**src/rtl/usb_obc_pkg.sv**
```systemverilog
// Shared constants and types for the OUT endpoint bank controller.
package usb_obc_pkg;
    // Number of physical banks; single-bank operation uses bank 0 only.
    localparam int NUM_BANKS = 2;
    // Bank index type (two banks).
    typedef logic bank_t;
endpackage

```
**src/rtl/obc_fill_ctrl.sv**
```systemverilog
// Packet-side fill controller.
// Chooses a target bank at packet start, writes the packet's bytes into it,
// commits the bank at packet end and issues the ACK/NAK decision.
// Assumes pkt_end comes after the last byte and never in the same cycle as
// pkt_start. BANK_BYTES is a power of two, at least 2.
module obc_fill_ctrl
    import usb_obc_pkg::*;
#(
    parameter int BANK_BYTES = 64,
    parameter int DATA_W     = 8,
    parameter int CNT_W      = $clog2(BANK_BYTES + 1),
    parameter int AW         = $clog2(BANK_BYTES)
) (
    input  logic                 clk,
    input  logic                 rst_n,
    input  logic                 dual,
    input  logic                 pkt_start,
    input  logic                 pkt_byte_vld,
    input  logic [DATA_W-1:0]    pkt_byte,
    input  logic                 pkt_end,
    input  logic [NUM_BANKS-1:0] bank_full,
    output logic                 wr_en,
    output bank_t                wr_bank,
    output logic [AW-1:0]        wr_addr,
    output logic [DATA_W-1:0]    wr_data,
    output logic                 commit,
    output bank_t                commit_bank,
    output logic [CNT_W-1:0]     commit_count,
    output logic                 hs_valid,
    output logic                 hs_ack
);
    localparam logic [CNT_W-1:0] BANK_LIMIT = CNT_W'(BANK_BYTES);

    logic              active_q;
    logic              accept_q;
    bank_t             tgt_q;
    bank_t             fill_sel_q;
    logic [CNT_W-1:0]  wptr_q;
    bank_t             sel;

    // Bank offered to a new packet: alternates in dual mode, else bank 0.
    always_comb sel = dual ? fill_sel_q : 1'b0;

    // Byte write enable; bytes past the bank size are dropped.
    always_comb begin
        wr_en   = active_q && accept_q && pkt_byte_vld && (wptr_q < BANK_LIMIT);
        wr_bank = tgt_q;
        wr_addr = wptr_q[AW-1:0];
        wr_data = pkt_byte;
    end

    // Commit of an accepted packet on its end strobe.
    always_comb begin
        commit       = active_q && accept_q && pkt_end;
        commit_bank  = tgt_q;
        commit_count = wptr_q;
    end

    // Packet tracking, write pointer, fill alternation and handshake.
    always_ff @(posedge clk) begin
        if (!rst_n) begin
            active_q   <= 1'b0;
            accept_q   <= 1'b0;
            tgt_q      <= 1'b0;
            fill_sel_q <= 1'b0;
            wptr_q     <= '0;
            hs_valid   <= 1'b0;
            hs_ack     <= 1'b0;
        end else begin
            hs_valid <= 1'b0;
            if (pkt_start) begin
                active_q <= 1'b1;
                accept_q <= !bank_full[sel];
                tgt_q    <= sel;
                wptr_q   <= '0;
            end else if (active_q) begin
                if (wr_en) begin
                    wptr_q <= wptr_q + CNT_W'(1);
                end
                if (pkt_end) begin
                    active_q <= 1'b0;
                    hs_valid <= 1'b1;
                    hs_ack   <= accept_q;
                    if (accept_q && dual) begin
                        fill_sel_q <= ~fill_sel_q;
                    end
                end
            end
        end
    end
endmodule

```
**src/rtl/obc_bank_store.sv**
```systemverilog
// Two-bank byte storage with one write port and one registered read port.
// A read of an empty bank (rd_zero) returns zero.
// Assumes the writer and the reader never address the same bank together.
module obc_bank_store
    import usb_obc_pkg::*;
#(
    parameter int BANK_BYTES = 64,
    parameter int DATA_W     = 8,
    parameter int AW         = $clog2(BANK_BYTES)
) (
    input  logic              clk,
    input  logic              rst_n,
    input  logic              wr_en,
    input  bank_t             wr_bank,
    input  logic [AW-1:0]     wr_addr,
    input  logic [DATA_W-1:0] wr_data,
    input  logic              rd_en,
    input  logic              rd_zero,
    input  bank_t             rd_bank,
    input  logic [AW-1:0]     rd_addr,
    output logic [DATA_W-1:0] rd_data
);
    localparam int DEPTH = NUM_BANKS * BANK_BYTES;

    logic [DATA_W-1:0] mem_q [DEPTH];

    // Store packet bytes; storage needs no reset.
    always_ff @(posedge clk) begin
        if (wr_en) begin
            mem_q[{wr_bank, wr_addr}] <= wr_data;
        end
    end

    // Registered data port: next byte on a valid read, zero on an empty read.
    always_ff @(posedge clk) begin
        if (!rst_n) begin
            rd_data <= '0;
        end else if (rd_en) begin
            rd_data <= mem_q[{rd_bank, rd_addr}];
        end else if (rd_zero) begin
            rd_data <= '0;
        end
    end
endmodule

```
**src/rtl/obc_bank_seq.sv**
```systemverilog
// CPU-side bank sequencer.
// Tracks per-bank full state and remaining counts, the current bank, the
// receive-done flag and the read pointer. Handles manual release (ignored
// while receive-done is set) and auto-release on the last read.
// Assumes mode inputs only change while in reset.
module obc_bank_seq
    import usb_obc_pkg::*;
#(
    parameter int BANK_BYTES = 64,
    parameter int CNT_W      = $clog2(BANK_BYTES + 1),
    parameter int AW         = $clog2(BANK_BYTES)
) (
    input  logic                 clk,
    input  logic                 rst_n,
    input  logic                 dual,
    input  logic                 auto_rel,
    input  logic                 commit,
    input  bank_t                commit_bank,
    input  logic [CNT_W-1:0]     commit_count,
    input  logic                 clr_rx,
    input  logic                 clr_ctl,
    input  logic                 cpu_rd,
    output logic [NUM_BANKS-1:0] bank_full,
    output bank_t                cur_bank,
    output logic [AW-1:0]        rd_ptr,
    output logic                 rd_fire,
    output logic                 rd_empty,
    output logic                 rx_flag,
    output logic                 ctl_flag,
    output logic                 rwal_flag,
    output logic [CNT_W-1:0]     cur_count
);
    logic [NUM_BANKS-1:0] full_nxt;
    logic [CNT_W-1:0]     rem_q [NUM_BANKS];
    logic                 release_now;
    bank_t                cur_nxt;
    logic                 rx_set;

    // Current-bank view presented to the CPU.
    always_comb begin
        ctl_flag  = bank_full[cur_bank];
        cur_count = rem_q[cur_bank];
        rwal_flag = ctl_flag && (cur_count != '0);
        rd_fire   = cpu_rd && rwal_flag;
        rd_empty  = cpu_rd && !rwal_flag;
    end

    // Release decision: ordered manual clear, or last byte read in auto mode.
    always_comb begin
        release_now = (clr_ctl && ctl_flag && !rx_flag)
                    || (auto_rel && rd_fire && (cur_count == CNT_W'(1)));
        cur_nxt     = release_now ? (dual ? ~cur_bank : 1'b0) : cur_bank;
    end

    // Per-bank full state and remaining count.
    for (genvar b = 0; b < NUM_BANKS; b++) begin : g_bank
        logic is_cur;
        logic is_commit;

        // Decode whether this bank is current or being committed.
        always_comb begin
            is_cur    = (cur_bank == bank_t'(b));
            is_commit = commit && (commit_bank == bank_t'(b));
        end

        // Next full state: set on commit, cleared on release of this bank.
        always_comb begin
            if (is_commit)                full_nxt[b] = 1'b1;
            else if (release_now && is_cur) full_nxt[b] = 1'b0;
            else                          full_nxt[b] = bank_full[b];
        end

        // Full flag register.
        always_ff @(posedge clk) begin
            if (!rst_n) bank_full[b] <= 1'b0;
            else        bank_full[b] <= full_nxt[b];
        end

        // Remaining-byte counter: load on commit, count down on reads, zero on release.
        always_ff @(posedge clk) begin
            if (!rst_n) begin
                rem_q[b] <= '0;
            end else if (is_commit) begin
                rem_q[b] <= commit_count;
            end else if (release_now && is_cur) begin
                rem_q[b] <= '0;
            end else if (rd_fire && is_cur) begin
                rem_q[b] <= rem_q[b] - CNT_W'(1);
            end
        end
    end

    // Receive-done is raised when the (new) current bank gets or holds a packet.
    always_comb begin
        rx_set = (commit && (commit_bank == cur_nxt))
               || (release_now && full_nxt[cur_nxt]);
    end

    // Current bank, read pointer and receive-done flag.
    always_ff @(posedge clk) begin
        if (!rst_n) begin
            cur_bank <= 1'b0;
            rd_ptr   <= '0;
            rx_flag  <= 1'b0;
        end else begin
            cur_bank <= cur_nxt;
            if (release_now)  rd_ptr <= '0;
            else if (rd_fire) rd_ptr <= rd_ptr + AW'(1);
            if (rx_set)       rx_flag <= 1'b1;
            else if (clr_rx)  rx_flag <= 1'b0;
        end
    end
endmodule

```
**src/rtl/usb_out_bank_ctrl.sv**
```systemverilog
// OUT endpoint receive bank controller (top).
// Connects the packet-side fill controller, the bank storage and the
// CPU-side sequencer, and gates the endpoint interrupt.
// Assumes BANK_BYTES is a power of two, at least 2, and configuration
// inputs are static outside reset.
module usb_out_bank_ctrl
    import usb_obc_pkg::*;
#(
    parameter int BANK_BYTES = 64,
    parameter int DATA_W     = 8,
    parameter int CNT_W      = $clog2(BANK_BYTES + 1)
) (
    input  logic              clk,
    input  logic              rst_n,
    input  logic              cfg_dual_bank,
    input  logic              cfg_auto_release,
    input  logic              cfg_irq_en,
    input  logic              pkt_start,
    input  logic              pkt_byte_vld,
    input  logic [DATA_W-1:0] pkt_byte,
    input  logic              pkt_end,
    output logic              hs_valid,
    output logic              hs_ack,
    input  logic              cpu_clr_rx_done,
    input  logic              cpu_clr_bank_ctl,
    input  logic              cpu_rd,
    output logic [DATA_W-1:0] cpu_rd_data,
    output logic              rx_done,
    output logic              bank_ctl,
    output logic              rd_allowed,
    output logic [CNT_W-1:0]  byte_count,
    output logic              irq
);
    localparam int AW = $clog2(BANK_BYTES);

    logic                 wr_en;
    bank_t                wr_bank;
    logic [AW-1:0]        wr_addr;
    logic [DATA_W-1:0]    wr_data;
    logic                 commit;
    bank_t                commit_bank;
    logic [CNT_W-1:0]     commit_count;
    logic [NUM_BANKS-1:0] bank_full;
    bank_t                cur_bank;
    logic [AW-1:0]        rd_ptr;
    logic                 rd_fire;
    logic                 rd_empty;

    obc_fill_ctrl #(
        .BANK_BYTES(BANK_BYTES), .DATA_W(DATA_W), .CNT_W(CNT_W), .AW(AW)
    ) u_fill (
        .clk(clk), .rst_n(rst_n), .dual(cfg_dual_bank),
        .pkt_start(pkt_start), .pkt_byte_vld(pkt_byte_vld),
        .pkt_byte(pkt_byte), .pkt_end(pkt_end), .bank_full(bank_full),
        .wr_en(wr_en), .wr_bank(wr_bank), .wr_addr(wr_addr),
        .wr_data(wr_data), .commit(commit), .commit_bank(commit_bank),
        .commit_count(commit_count), .hs_valid(hs_valid), .hs_ack(hs_ack)
    );

    obc_bank_store #(
        .BANK_BYTES(BANK_BYTES), .DATA_W(DATA_W), .AW(AW)
    ) u_store (
        .clk(clk), .rst_n(rst_n), .wr_en(wr_en), .wr_bank(wr_bank),
        .wr_addr(wr_addr), .wr_data(wr_data), .rd_en(rd_fire),
        .rd_zero(rd_empty), .rd_bank(cur_bank), .rd_addr(rd_ptr),
        .rd_data(cpu_rd_data)
    );

    obc_bank_seq #(
        .BANK_BYTES(BANK_BYTES), .CNT_W(CNT_W), .AW(AW)
    ) u_seq (
        .clk(clk), .rst_n(rst_n), .dual(cfg_dual_bank),
        .auto_rel(cfg_auto_release), .commit(commit),
        .commit_bank(commit_bank), .commit_count(commit_count),
        .clr_rx(cpu_clr_rx_done), .clr_ctl(cpu_clr_bank_ctl),
        .cpu_rd(cpu_rd), .bank_full(bank_full), .cur_bank(cur_bank),
        .rd_ptr(rd_ptr), .rd_fire(rd_fire), .rd_empty(rd_empty),
        .rx_flag(rx_done), .ctl_flag(bank_ctl), .rwal_flag(rd_allowed),
        .cur_count(byte_count)
    );

    // Endpoint interrupt: receive-done gated by its enable.
    always_comb irq = rx_done && cfg_irq_en;
endmodule

```
**config.mk**
```make
export PLATFORM = sky130hd
export DESIGN_NAME = usb_out_bank_ctrl
export DESIGN_NICKNAME = d
export VERILOG_FILES = /design/src/rtl/usb_obc_pkg.sv /design/src/rtl/obc_fill_ctrl.sv /design/src/rtl/obc_bank_store.sv /design/src/rtl/obc_bank_seq.sv /design/src/rtl/usb_out_bank_ctrl.sv
export SDC_FILE = /design/constraint.sdc
export NUM_CORES = 1
export LEC_CHECK = 0
export BUFFER_PORTS_ARGS = -buffer_cell sky130_fd_sc_hd__buf_2
export CAP_MARGIN = 20
export CORE_AREA = 4 4 312 314
export DETAILED_ROUTE_END_ITERATION = 8
export DIE_AREA = 0 0 316 318
export PLACE_DENSITY_LB_ADDON = 0.05
export SYNTH_ARGS = -nofsm -noshare
export SYNTH_HDL_FRONTEND = slang
export SYNTH_SLANG_ARGS = --single-unit
```
**constraint.sdc**
```tcl
create_clock -name clk -period 2.7 [get_ports clk]
set_input_delay 0.54 -clock clk [delete_from_list [all_inputs] [get_ports clk]]
set_output_delay 0.54 -clock clk [all_outputs]
set_load 0.01 [all_outputs]
```
# == After elaboration in Yosys (flattened, before gate mapping) ==
# Memory sizes are Yosys's and may differ from the RTL's. A register that Yosys moved wholly into a read port is not among the register bits.
# Cells that the tools add are included.
# op_classes
reduce_logical,35
eq_ne,2
bitwise,12
n_addsub,4
order_cmp,4
n_mux,55
# op_table
cell,n
$mux W1,47
$mux W7,6
$logic_and A1 B1 Y1,21
$mux W8,2
$sub A7 B1 Y7 const B,2
$add A7 B1 Y7 const B,1
$eq A7 B1 Y1 const B,1
$lt A7 B7 Y1 const B,1
$reduce_bool A7 Y1,1
$add A6 B1 Y6 const B,1
$lt A1 B2 Y1 const B,3
$not A1 Y1,6
$or A1 B1 Y1,6
$reduce_and A4 Y1,1
$reduce_bool A2 Y1,2
$reduce_or A2 Y1,2
$logic_not A1 Y1,3
$reduce_and A3 Y1,1
$reduce_or A3 Y1,1
$logic_or A1 B1 Y1,2
$reduce_and A2 Y1,1
$eq A1 B1 Y1,1
# word_totals
out_inout_bits,21
word_cells,127
ram_bits,1038
memories,2
register_bits,31
input_bits,19
# mem_list
memory,depth,width,rd,rd_ports_with_merged_regs,wr,line_no,rtl
u_store.mem_q,128,8,1,0,1,obc_bank_store.sv:25,logic [DATA_W-1:0] mem_q [DEPTH];
u_seq.rem_q,2,7,3,1,2,obc_bank_seq.sv:34,logic [CNT_W-1:0] rem_q [NUM_BANKS];

# == Longest topological paths before layout ==
# Gate-level depths: netlist (run 1).
# depth
depth_word,15
mapped_depth,10
mapped_depth_nobuf,7

# == Hierarchy ==
# Synthesis (run 1) repeated with hierarchy kept, for this count alone.
# unflattened
hier_cells,2206
hier_area_um2,42444.5
# modules_own_cells
module,seq_area_each_um2,area_each_um2,cells_per_inst,instances
obc_bank_store,30909.6,40169.8,1960,1
obc_bank_seq,640.6,1586.5,166,1
obc_fill_ctrl,260.2,681.9,79,1
usb_out_bank_ctrl,0.0,6.3,1,1

# == Worst setup path before layout (run 1) ==
# No wires, ideal clock.
# synth_timing
kind,input -> register
from,in pkt_byte_vld
to,"mem u_store.mem_q[127][0], enable pin"
stages,6
arrival_time_ns,1.969
required_time_ns,2.329
setup_ns,0.371
slack_ns,0.360
n_path_buf,2
path_cell_list,and4b_1 -> clkbuf_1 -> and2_1 -> nand3_1 -> clkbuf_1 -> nor2_1
# synth_between
elab_chain_len,4
# synth_lines
item,line_no,rtl
"start, declared",usb_out_bank_ctrl.sv:19,"input logic pkt_byte_vld,"
$logic_and A1 B1 Y1 (2 in series),obc_fill_ctrl.sv:46,wr_en = active_q && accept_q && pkt_byte_vld && (wptr_q < BANK_LIMIT);
$mux W1,obc_bank_store.sv:29,if (wr_en) begin
$mux W1 (implied by the code),obc_bank_store.sv:30,"mem_q[{wr_bank, wr_addr}] <= wr_data;"
"end, declared",obc_bank_store.sv:25,
# No other way between the ends.

# == Worst setup path in the final report (run 1) ==
# layout_timing
from,reg u_seq.rd_ptr[0]
to,reg u_store.rd_data[0]
# layout_between
elab_chain_len,2
# layout_lines
item,line_no,rtl
"start, declared",obc_bank_seq.sv:25,"output logic [AW-1:0] rd_ptr,"
"start signal, assigned",obc_bank_seq.sv:108,else if (rd_fire) rd_ptr <= rd_ptr + AW'(1);
$mem_v2 Z128 W8,--,
$mux W8,obc_bank_store.sv:38,end else if (rd_en) begin
"end signal, assigned",obc_bank_store.sv:39,"rd_data <= mem_q[{rd_bank, rd_addr}];"
"end, declared",obc_bank_store.sv:21,output logic [DATA_W-1:0] rd_data
# No other way between the ends.
# A chain may end at the register's enable or synchronous reset.

==> results of run 1 <==
placed cells by master (no fill, tap or decap), types with 12 or more instances in the layout:
cell type  instances
inv_1             12
clkbuf_16        114
nand3_1           24
o21ai_0           56
buf_4            303
mux4_2           183
dfxtp_1           28
buf_2             31
a22oi_1           16
clkinv_2          24
nor2_1           173
clkbuf_1          27
clkinv_1          20
edfxtp_1        1038
a21oi_1           15
mux2i_1          174
o22ai_1           46
nor3_1            18
a211oi_1          28
nand4_1           12
nand2_1           54
buf_12            39
mux2_2            14
worst paths after layout:
kind,from,slack [ps],to
setup / recovery,u_seq.rd_ptr[0],20,u_store.rd_data[0]
hold reg to reg,u_store.rd_data[3],480,u_store.rd_data[3]
hold / removal,pkt_end,160,u_fill.hs_valid
setup reg to reg,u_seq.rd_ptr[0],20,u_store.rd_data[0]
cell type report:
cell class / count / area [um2] / area share (%)
clock inverter: 69 / 623 / 1.25
tap: 1265 / 1580 / 3.17
multi-input combinational: 973 / 9700 / 19.4
timing repair buffer: 374 / 3220 / 6.44
antenna: 1 / 2.50 / 0.00501
sequential: 1070 / 31800 / 63.7
clock buffer: 141 / 2950 / 5.91
inverter: 12 / 45.0 / 0.0902
what timing repair did:
action                                 in CTS  in global routing
buffers inserted                            2                  0
endpoints found under the hold margin       0                  0
resized for setup                          16                  9
hold buffers                                0                  0
setup endpoints to repair                   6                  4
worst min-delay path, delay by kind of cell:
family / cells / cell delay [ps]
buffers and inverters: 1 / 120
AND/OR/NAND/NOR: 2 / 120
routing by layer:
layer	global-route usage (%)	share of wire (%)	up-vias
met3	3.66	6.1	139
met5	0	0	-
met4	5.30	1.9	0
li1	-	-	9642
met1	33.0	44	11600
met2	36.4	48	672
kinds of logic after synthesis:
kind of cell               share of synthesized area (%)
DFF                                                 75.4
muxes                                               14.9
and+or+nand+nor                                     3.63
AOI/OAI and AO/OA                                   3.72
buffers and inverters                               1.78
xor gates and xnor gates                           0.415
adders and majority gates                          0.119
per-stage QoR:
| step | power (W) | setup TNS, ps | hold slack (ps) | utilization, % |
|---|---|---|---|---|
| floorplan | 0.0187 | 0 | 470 | - |
| global placement | 0.0192 | -1730 | 474 | 48.9 |
| detailed placement | 0.0192 | -1300 | 481 | 48.9 |
| CTS | 0.0341 | 0 | 107 | 52.8 |
| global route | 0.0349 | 0 | 166 | 52.8 |
| finish | 0.0338 | 0 | 158 | 52.8 |
power groups by stage:
stage	Clock, W	Combinational [W]	Sequential, W
floorplan	0	0.000160	0.0186
global placement	0	0.000574	0.0186
detailed placement	0	0.000593	0.0186
CTS	0.0153	0.000595	0.0182
global route	0.0160	0.000626	0.0182
finish	0.0150	0.000578	0.0182
sequential cells by signal (all words and copies together) (netlist names), 2 cells and up, named ones only:
signal / flops
u_fill.commit_count: 7
u_seq.bank_full: 2
u_seq.rd_ptr: 6
u_seq.rem_q: 14
u_store.mem_q: 1024
u_store.rd_data: 8
==> flow_summary.ini, run 1 <==
[outcome]
status = completed

[timing]
slew_violations = 0
layout_min_cycle_time_ps = 2680
min_period_over_period_pct = 99.1
finClkSkew_ps = 25.3
fin_ws_ps = 24.2
rsz0062_at_grt = false
hold_violations = 0
worstMarginPinSlew_ps = 942
max_freq_mhz = 374
relSlewSlack_pct = 37.0
setup_violations = 0

[power]
power.internal_w = 0.0271
p_leak_nw = 15.7
power_frac_seq_pct = 53.9
p_clk_share_pct = 44.4
peakVddDrop_v = 0.000546
combPwrFrac_pct = 1.7
powerDensity_nw_per_um2 = 677
sw_frac_of_total_pct = 20.0
p_sw_w = 0.00676

[yosys]
ys_ff_latch = 1070
syn-cell-area_um2 = 42200
yosysMostFrequentCell = edfxtp_1
synth.cells.most_frequent = edfxtp_1, mux4_2, mux2i_1
ys_seq_area_share_pct = 75.4
yosys_most_used_dff = edfxtp_1
syn-instance-count = 2171
synth-edff-count = 1038
ys_top_cells_by_area = edfxtp_1, mux4_2, mux2i_1, nor2_1, dfxtp_1
yosysUniqueCellTypes = 63
syn_avg_cell_area_um2 = 19.4
ys_warn_count = 0
synth_nets = 2194
async_reset_ff_share_pct = 0
synth_top_area_share_pct = 73.9
synth_top_cell_by_area = edfxtp_1

[placed_design]
dpl_worst_slack_ps = -441
dp_cells = 3692
place_area_um2 = 46300
dp_hpwl_mm = 74.0
finalWeightedCongestion = 0.820
port_buffers = 39

[min_path]
hold_path.class = in2reg
min_path_cells = 3

[cells_and_area]
final_area_um2 = 49900
fill_cells = 7462
area_delta_synth_final_pct = 18.4
layout-drive-gt1-share_pct = 29.0
nNetsFinal = 2565
final_cells = 3905

[die]
dieArea_um2 = 100000
start_util_pct = 44.6
dieWidth_um = 316
rows = 113
die_h_um = 318
core-area_um2 = 94600
io-pin-count = 40

[worst_setup_path]
path_depth = 8
setup.worst_path.end_class = flip-flop
r2r_cells = 8
crit_path_max_incr_delay_ps = 580
worst-path-buf-inv = 2
crit_type = reg2reg
crit_chain = buf_12 -> or3b_2 -> buf_12 -> o22ai_1 -> a211oi_2 -> o21ai_0 -> nand4_1 -> o21ai_1
critPathMaxFanout = 30
cp_slowest_cell = o21ai_0
worst-endpoint-required_ps = 3320
cpMostUsedCell = buf_12
worstPathArrival_ps = 3300
cp_top_family = compound AO/OA/AOI/OAI gates
cp-start-kind = flip-flop

[drt]
routed_wl_mm = 114
wl_per_cell_um = 29.1
ant_nets = 0
via_per_inst = 5.64
via_count = 22000
drtIter0Drc = 2465
drtPass1Iterations = 5
drcViolationCount = 0

[cts]
cts.path.max_buffers = 3
clkTransAtPathRegs_ps = 60
cts-root-buf = clkbuf_16
cts_tree = done
clock_sinks = 1070
clkLatencyLatePin_ps = 680
cts_buffers = 111
htree_levels = 3

[global_routing]
grt_pass1_vias = 22500
grt_overflow = 0
grt_max_degree = 129
antenna_found_initial = 0
grt_pass1_wl_mm = 164
gr-usage-all-layers_pct = 22.7

[flow_run]
drv_cap = 0
(Power assumes the default switching activity.)
==> run 2: changes to the inputs <==
Settings changed: CORE_AREA 4 4 312 314 to 4 4 313 315, DIE_AREA 0 0 316 318 to 0 0 317 319, PLACE_DENSITY_LB_ADDON 0.05 to 0.1, SYNTH_HIERARCHICAL set to 1.
==> run 2 against run 1 <==
  * Sequential power about the same
  * Synthesized cell count increased by 1.6%
  * Clock power down 4%
  * Sequential cell count unchanged
  * First-iteration DRC count fell by 8.0%
  * Cell count fell by 1.0%
  * Cell area down 0.90%
  * Sequential share of layout area grew 0.58 points
  * Clock skew is 4.4 ps lower
  * Global-route usage shrank 1.9 points
  * Area after synthesis increased by 0.63%
  * Highest routed layer is now met5
==> flow_summary.ini, run 2 <==
[worst_setup_path]
setup.worst_path.end_class = flip-flop
worstPathArrival_ps = 3230
r2r_cells = 9
worst-path-buf-inv = 1
path_depth = 9
cp-start-kind = flip-flop
worst-endpoint-required_ps = 3320
cp_slowest_cell = or2_2
critPathMaxFanout = 6
crit_type = reg2reg
crit_path_max_incr_delay_ps = 450
crit_chain = nor3b_1 -> a22o_2 -> a211oi_4 -> nand4_1 -> or2_2 -> a211oi_1 -> buf_4 -> nor4_1 -> nand3_1
cp_top_family = simple AND/OR/NAND/NOR gates

[yosys]
syn_avg_cell_area_um2 = 19.2
ys_seq_area_share_pct = 74.9
synth.cells.most_frequent = edfxtp_1, mux4_2, nor2_1
async_reset_ff_share_pct = 0
yosys_most_used_dff = edfxtp_1
yosysMostFrequentCell = edfxtp_1
syn-instance-count = 2206
yosysUniqueCellTypes = 66
synth_top_area_share_pct = 73.4
synth_top_cell_by_area = edfxtp_1
ys_warn_count = 6
ys_top_cells_by_area = edfxtp_1, mux4_2, mux2i_1, dfxtp_1, a22oi_1
ys_ff_latch = 1070
synth-edff-count = 1038
synth_nets = 2229
syn-cell-area_um2 = 42400

[power]
sw_frac_of_total_pct = 19.9
power_frac_seq_pct = 55.0
power.internal_w = 0.0266
combPwrFrac_pct = 1.7
peakVddDrop_v = 0.000504
powerDensity_nw_per_um2 = 670
p_clk_share_pct = 43.3
p_sw_w = 0.00660
p_leak_nw = 15.5

[cells_and_area]
largest-register = u_store/mem_q
nNetsFinal = 2534
largest_reg_flops = 1024
layout-drive-gt1-share_pct = 28.3
area_delta_synth_final_pct = 16.6
reg_top3 = u_store/mem_q (1024), u_seq/rem_q (14), u_store/rd_data (8)
fill_cells = 7554
mostFrequentLayoutCells = edfxtp_1, buf_4, mux4_2
final_cells = 3866
n_antenna_cell = 0
mostFrequentLayoutCell = edfxtp_1

[die]
dieWidth_um = 317
die_h_um = 319
io-pin-count = 40
start_util_pct = 44.7
core-area_um2 = 94900
rows = 113
dieArea_um2 = 101000

[timing]
fin_ws_ps = 93.2
tns_ps = 0
setup_violations = 0
hold_violations = 0
relSlewSlack_pct = 41.1
min_period_over_period_pct = 96.5
worstMarginPinSlew_ps = 881
finClkSkew_ps = 20.9
max_freq_mhz = 384
layout_min_cycle_time_ps = 2610
holdWs_ps = 159
slew_violations = 0

[cts]
htree_levels = 3
cts_buffers = 108
clkLatencyLatePin_ps = 680
clkTransAtPathRegs_ps = 60
cts_tree = done
clock_sinks = 1070
cts.path.max_buffers = 3
cts-root-buf = clkbuf_16

[global_routing]
grt_max_degree = 97
antenna_found_initial = 5
grt_overflow = 0
grt_pass1_vias = 22500
grt_pass1_wl_mm = 153
gr-usage-all-layers_pct = 20.8

[placed_design]
dp_hpwl_mm = 68.6
dpl_worst_slack_ps = -286
port_buffers = 39
finalWeightedCongestion = 0.878
dp_cells = 3662

[flow_run]
drv_cap = 0

[drt]
via_per_inst = 5.68
wl_per_cell_um = 27.0
drtIter0Drc = 2269
drtPass1Iterations = 6
via_count = 21900
ant_nets = 0
routed_wl_mm = 105
drcViolationCount = 0

[min_path]
hold_path.class = in2reg
min_path_cells = 3

[outcome]
status = completed
-- run 2: changes by cell type in the layout (fill, tap and decap cells not counted), sizes merged, moves of 20 or more --
cell   previous run  this run
o21ai            68        38
o22ai            46         6
nor2b            11        35
nor2            173       144
nand2            54        96
buf             373       319
mux2i           175       123
a22oi            17        84
nand3            24        44
-- run 2: worst reg2reg max path, stage by stage (launching register included) --
cell,delay [ps]
dfxtp_1,340
nor3b_1,150
a22o_2,300
a211oi_4,410
nand4_1,360
or2_2,460
a211oi_1,270
buf_4,170
nor4_1,40
nand3_1,60
-- run 2: kinds of logic (layout without fill, tap and decap cells) --
logic type | count (synthesis) | in the layout | synth area share, %
flip-flops | 1070 | 1070 | 74.9
XOR/XNOR | 15 | 15 | 0.310
multiplexers | 344 | 344 | 14.3
adder cells (fa/ha/maj) | 4 | 4 | 0.118
buffers and inverters | 142 | 537 | 1.96
AO/OA/AOI/OAI | 232 | 232 | 3.88
AND/OR/NAND/NOR | 399 | 399 | 4.50
-- run 2: through the flow --
stage,util [%],area [um2],power [W]
floorplan,-,42400,0.0189
global placement,48.4,45900,0.0191
detailed placement,48.4,45900,0.0192
CTS,52.1,49400,0.0335
global route,52.2,49500,0.0343
finish,52.2,49500,0.0332
-- run 2: final cells by class --
type,count,area (um2),area share (%)
Sequential cell,1070,31800,64.3
Multi-Input combinational cell,994,9910,20.0
Clock buffer,128,2820,5.70
Timing Repair Buffer,320,2710,5.48
Tap cell,1265,1580,3.20
Clock inverter,72,591,1.19
Inverter,17,63.8,0.129
-- run 2: power by group through the flow --
stage	Combinational (W)	Clock, W	Sequential (W)
after floorplan	0.000286	0	0.0186
after global placement	0.000565	0	0.0186
after detailed placement	0.000584	0	0.0186
after CTS	0.000591	0.0147	0.0182
after global routing	0.000630	0.0154	0.0182
final	0.000580	0.0144	0.0182
-- run 2: worst paths after layout --
path / start / endpoint / slack (ps)
setup / recovery: flip-flop / u_store/rd_data[3] / 90
hold / removal: pkt_end / u_fill/hs_valid / 160
setup reg to reg: flip-flop / u_store/rd_data[3] / 90
hold reg to reg: u_fill/hs_ack / u_fill/hs_ack / 510
-- run 2: per-layer routing --
| layer | wire length [um] | vias to the layer above | track usage (%) |
|---|---|---|---|
| met1 | 46000 | 11500 | 30.5 |
| met2 | 49500 | 657 | 32.2 |
| li1 | - | 9609 | - |
| met4 | 2640 | 2 | 6.23 |
| met5 | 67 | - | 0.473 |
| met3 | 6360 | 143 | 3.60 |
-- run 2: what timing repair did --
action	4_1_cts	5_1_grt
hold endpoints to repair	0	0
hold buffers	0	0
resized for setup	12	13
gates cloned	0	0
setup endpoints to repair	5	24
buffers inserted	2	2
pin swaps	2	3
==> run 3: changes to the inputs <==
==> constraint.sdc (replaced) <==
create_clock -name clk -period 2.7 [get_ports clk]
set_input_delay 0.27 -clock clk [delete_from_list [all_inputs] [get_ports clk]]
set_output_delay 0.27 -clock clk [all_outputs]
set_load 0.01 [all_outputs]
==> run 3 against run 2 <==
  * Sequential power is essentially flat
  * Clock skew grew 18 ps
  * Die area is the same
  * Highest routed layer is now met4
  * Sequential cell count is the same
  * Critical path depth shrank 2
  * First-iteration DRC count grew 0.66%
  * Critical path type unchanged
  * Maximum frequency shrank 1.5%
==> flow_summary.ini, run 3 (same netlist as run 2, synthesis figures left out) <==
[cells_and_area]
final_area_um2 = 49700
mostFrequentLayoutCell = edfxtp_1
largest-register = u_store/mem_q
largest_reg_flops = 1024
reg_top3 = u_store/mem_q (1024), u_seq/rem_q (14), u_store/rd_data (8)
final_cells = 3862
nNetsFinal = 2530
layout-drive-gt1-share_pct = 28.0
area_delta_synth_final_pct = 17.1
n_antenna_cell = 0
mostFrequentLayoutCells = edfxtp_1, buf_4, mux4_2

[cts]
htree_levels = 3
clkLatencyLatePin_ps = 690
cts_buffers = 109
cts_tree = done
cts-root-buf = clkbuf_16
clock_sinks = 1070
clkTransAtPathRegs_ps = 60
cts.path.max_buffers = 3

[die]
io-pin-count = 40
die_h_um = 319
dieArea_um2 = 101000
rows = 113
core-area_um2 = 94900
start_util_pct = 44.7
dieWidth_um = 317

[global_routing]
grt_pass1_vias = 22300
grt_pass1_wl_mm = 153
gr-usage-all-layers_pct = 20.8
antenna_found_initial = 1
grt_max_degree = 129
grt_overflow = 0

[min_path]
hold_path.class = in2reg

[power]
power.internal_w = 0.0270
p_clk_share_pct = 44.1
peakVddDrop_v = 0.000510
combPwrFrac_pct = 1.7
sw_frac_of_total_pct = 19.8
power_frac_seq_pct = 54.2
p_leak_nw = 15.5
powerDensity_nw_per_um2 = 676
p_sw_w = 0.00667
p_total_w = 0.0336

[timing]
layout_min_cycle_time_ps = 2650
relSlewSlack_pct = 41.9
rsz0062_at_grt = true
tns_ps = 0
hold_violations = 0
finClkSkew_ps = 38.6
max_freq_mhz = 378
slew_violations = 0
min_period_over_period_pct = 98.0
worstMarginPinSlew_ps = 869
setup_violations = 0

[drt]
wl_per_cell_um = 27.3
ant_nets = 0
drtIter0Drc = 2284
dr.max_layer_used = met4
wl_met2_mm = 49.5
drcViolationCount = 0
via_per_inst = 5.71
via_count = 22100
routed_wl_mm = 105
dr_wl_met3_mm = 7.00
drtPass1Iterations = 5
met1Wirelength_mm = 46.3

[worst_setup_path]
critPathMaxFanout = 15
crit_chain = buf_16 -> mux4_2 -> mux2i_1 -> a211oi_1 -> buf_4 -> nor4_2 -> nand3_1
cp_slowest_cell = mux4_2
worst-endpoint-required_ps = 3250
cp-start-kind = flip-flop
crit_type = reg2reg
worstPathArrival_ps = 3200
setup.worst_path.end_class = flip-flop
crit_path_max_incr_delay_ps = 530

[placed_design]
dp_hpwl_mm = 67.1
dp_cells = 3647
finalWeightedCongestion = 0.857
port_buffers = 39
place_area_um2 = 45900

[outcome]
status = completed

[flow_run]
drv_cap = 0
run 3: critical path: cells and delay by family (launching register included):
kind,cells,cell delay (ps)
AO/OA/AOI/OAI,1,180
buffers and inverters,2,390
multiplexers,2,1030
AND/OR/NAND/NOR,2,410
flip-flops,1,480
run 3: path summary, 6_finish.rpt:
| kind | startpoint | to | slack (ps) | cells past startpoint |
|---|---|---|---|---|
| worst max-delay path | u_seq/rd_ptr[0] | u_store/rd_data[2] | 50 | 7 |
| worst min-delay path | pkt_byte_vld | u_fill/commit_count[6] | 90 | 4 |
| worst max register to register | u_seq/rd_ptr[0] | u_store/rd_data[2] | 50 | 7 |
| worst min register to register | u_fill/hs_ack | u_fill/hs_ack | 510 | 2 |
run 3: cell type report:
cell class,instances,area [um2]
Fill cell,7560,45200
Sequential cell,1070,31800
Multi-Input combinational cell,994,9930
Clock buffer,142,2960
Timing Repair Buffer,315,2780
Tap cell,1265,1580
Clock inverter,59,571
Inverter,17,63.8
run 3: metal layers:
| layer | track usage, % | vias up |
|---|---|---|
| met5 | 0 | - |
| met4 | 5.62 | 0 |
| met3 | 3.77 | 141 |
| met2 | 32.4 | 729 |
| met1 | 30.4 | 11600 |
| li1 | - | 9598 |
run 3: power groups by stage:
stage	clock (W)	combinational (W)	sequential, W
3_3_place_gp	0	0.000565	0.0186
5_1_grt	0.0159	0.000641	0.0182
6_report	0.0148	0.000588	0.0182
2_1_floorplan	0	0.000286	0.0186
3_5_place_dp	0	0.000587	0.0186
4_1_cts	0.0152	0.000597	0.0182
run 3: stage by stage:
| step | util [%] | hold slack, ps | worst slack [ps] |
|---|---|---|---|
| after floorplan | - | 388 | 108 |
| after global routing | 52.4 | 81.9 | -15.9 |
| final | 52.4 | 95.0 | 52.7 |
| after detailed placement | 48.3 | 495 | -158 |
| after CTS | 52.2 | 36.5 | 5.36 |
| after global placement | 48.3 | 470 | -171 |
run 3: repair_timing:
item | 4_1_cts | 5_1_grt
pin swaps | 2 | 9
hold buffers | 8 | 0
setup endpoints to repair | 7 | 9
setup buffers | 0 | 4
cloned | 0 | 2
hold endpoints to repair | 43 | 0
resized for setup | 11 | 18
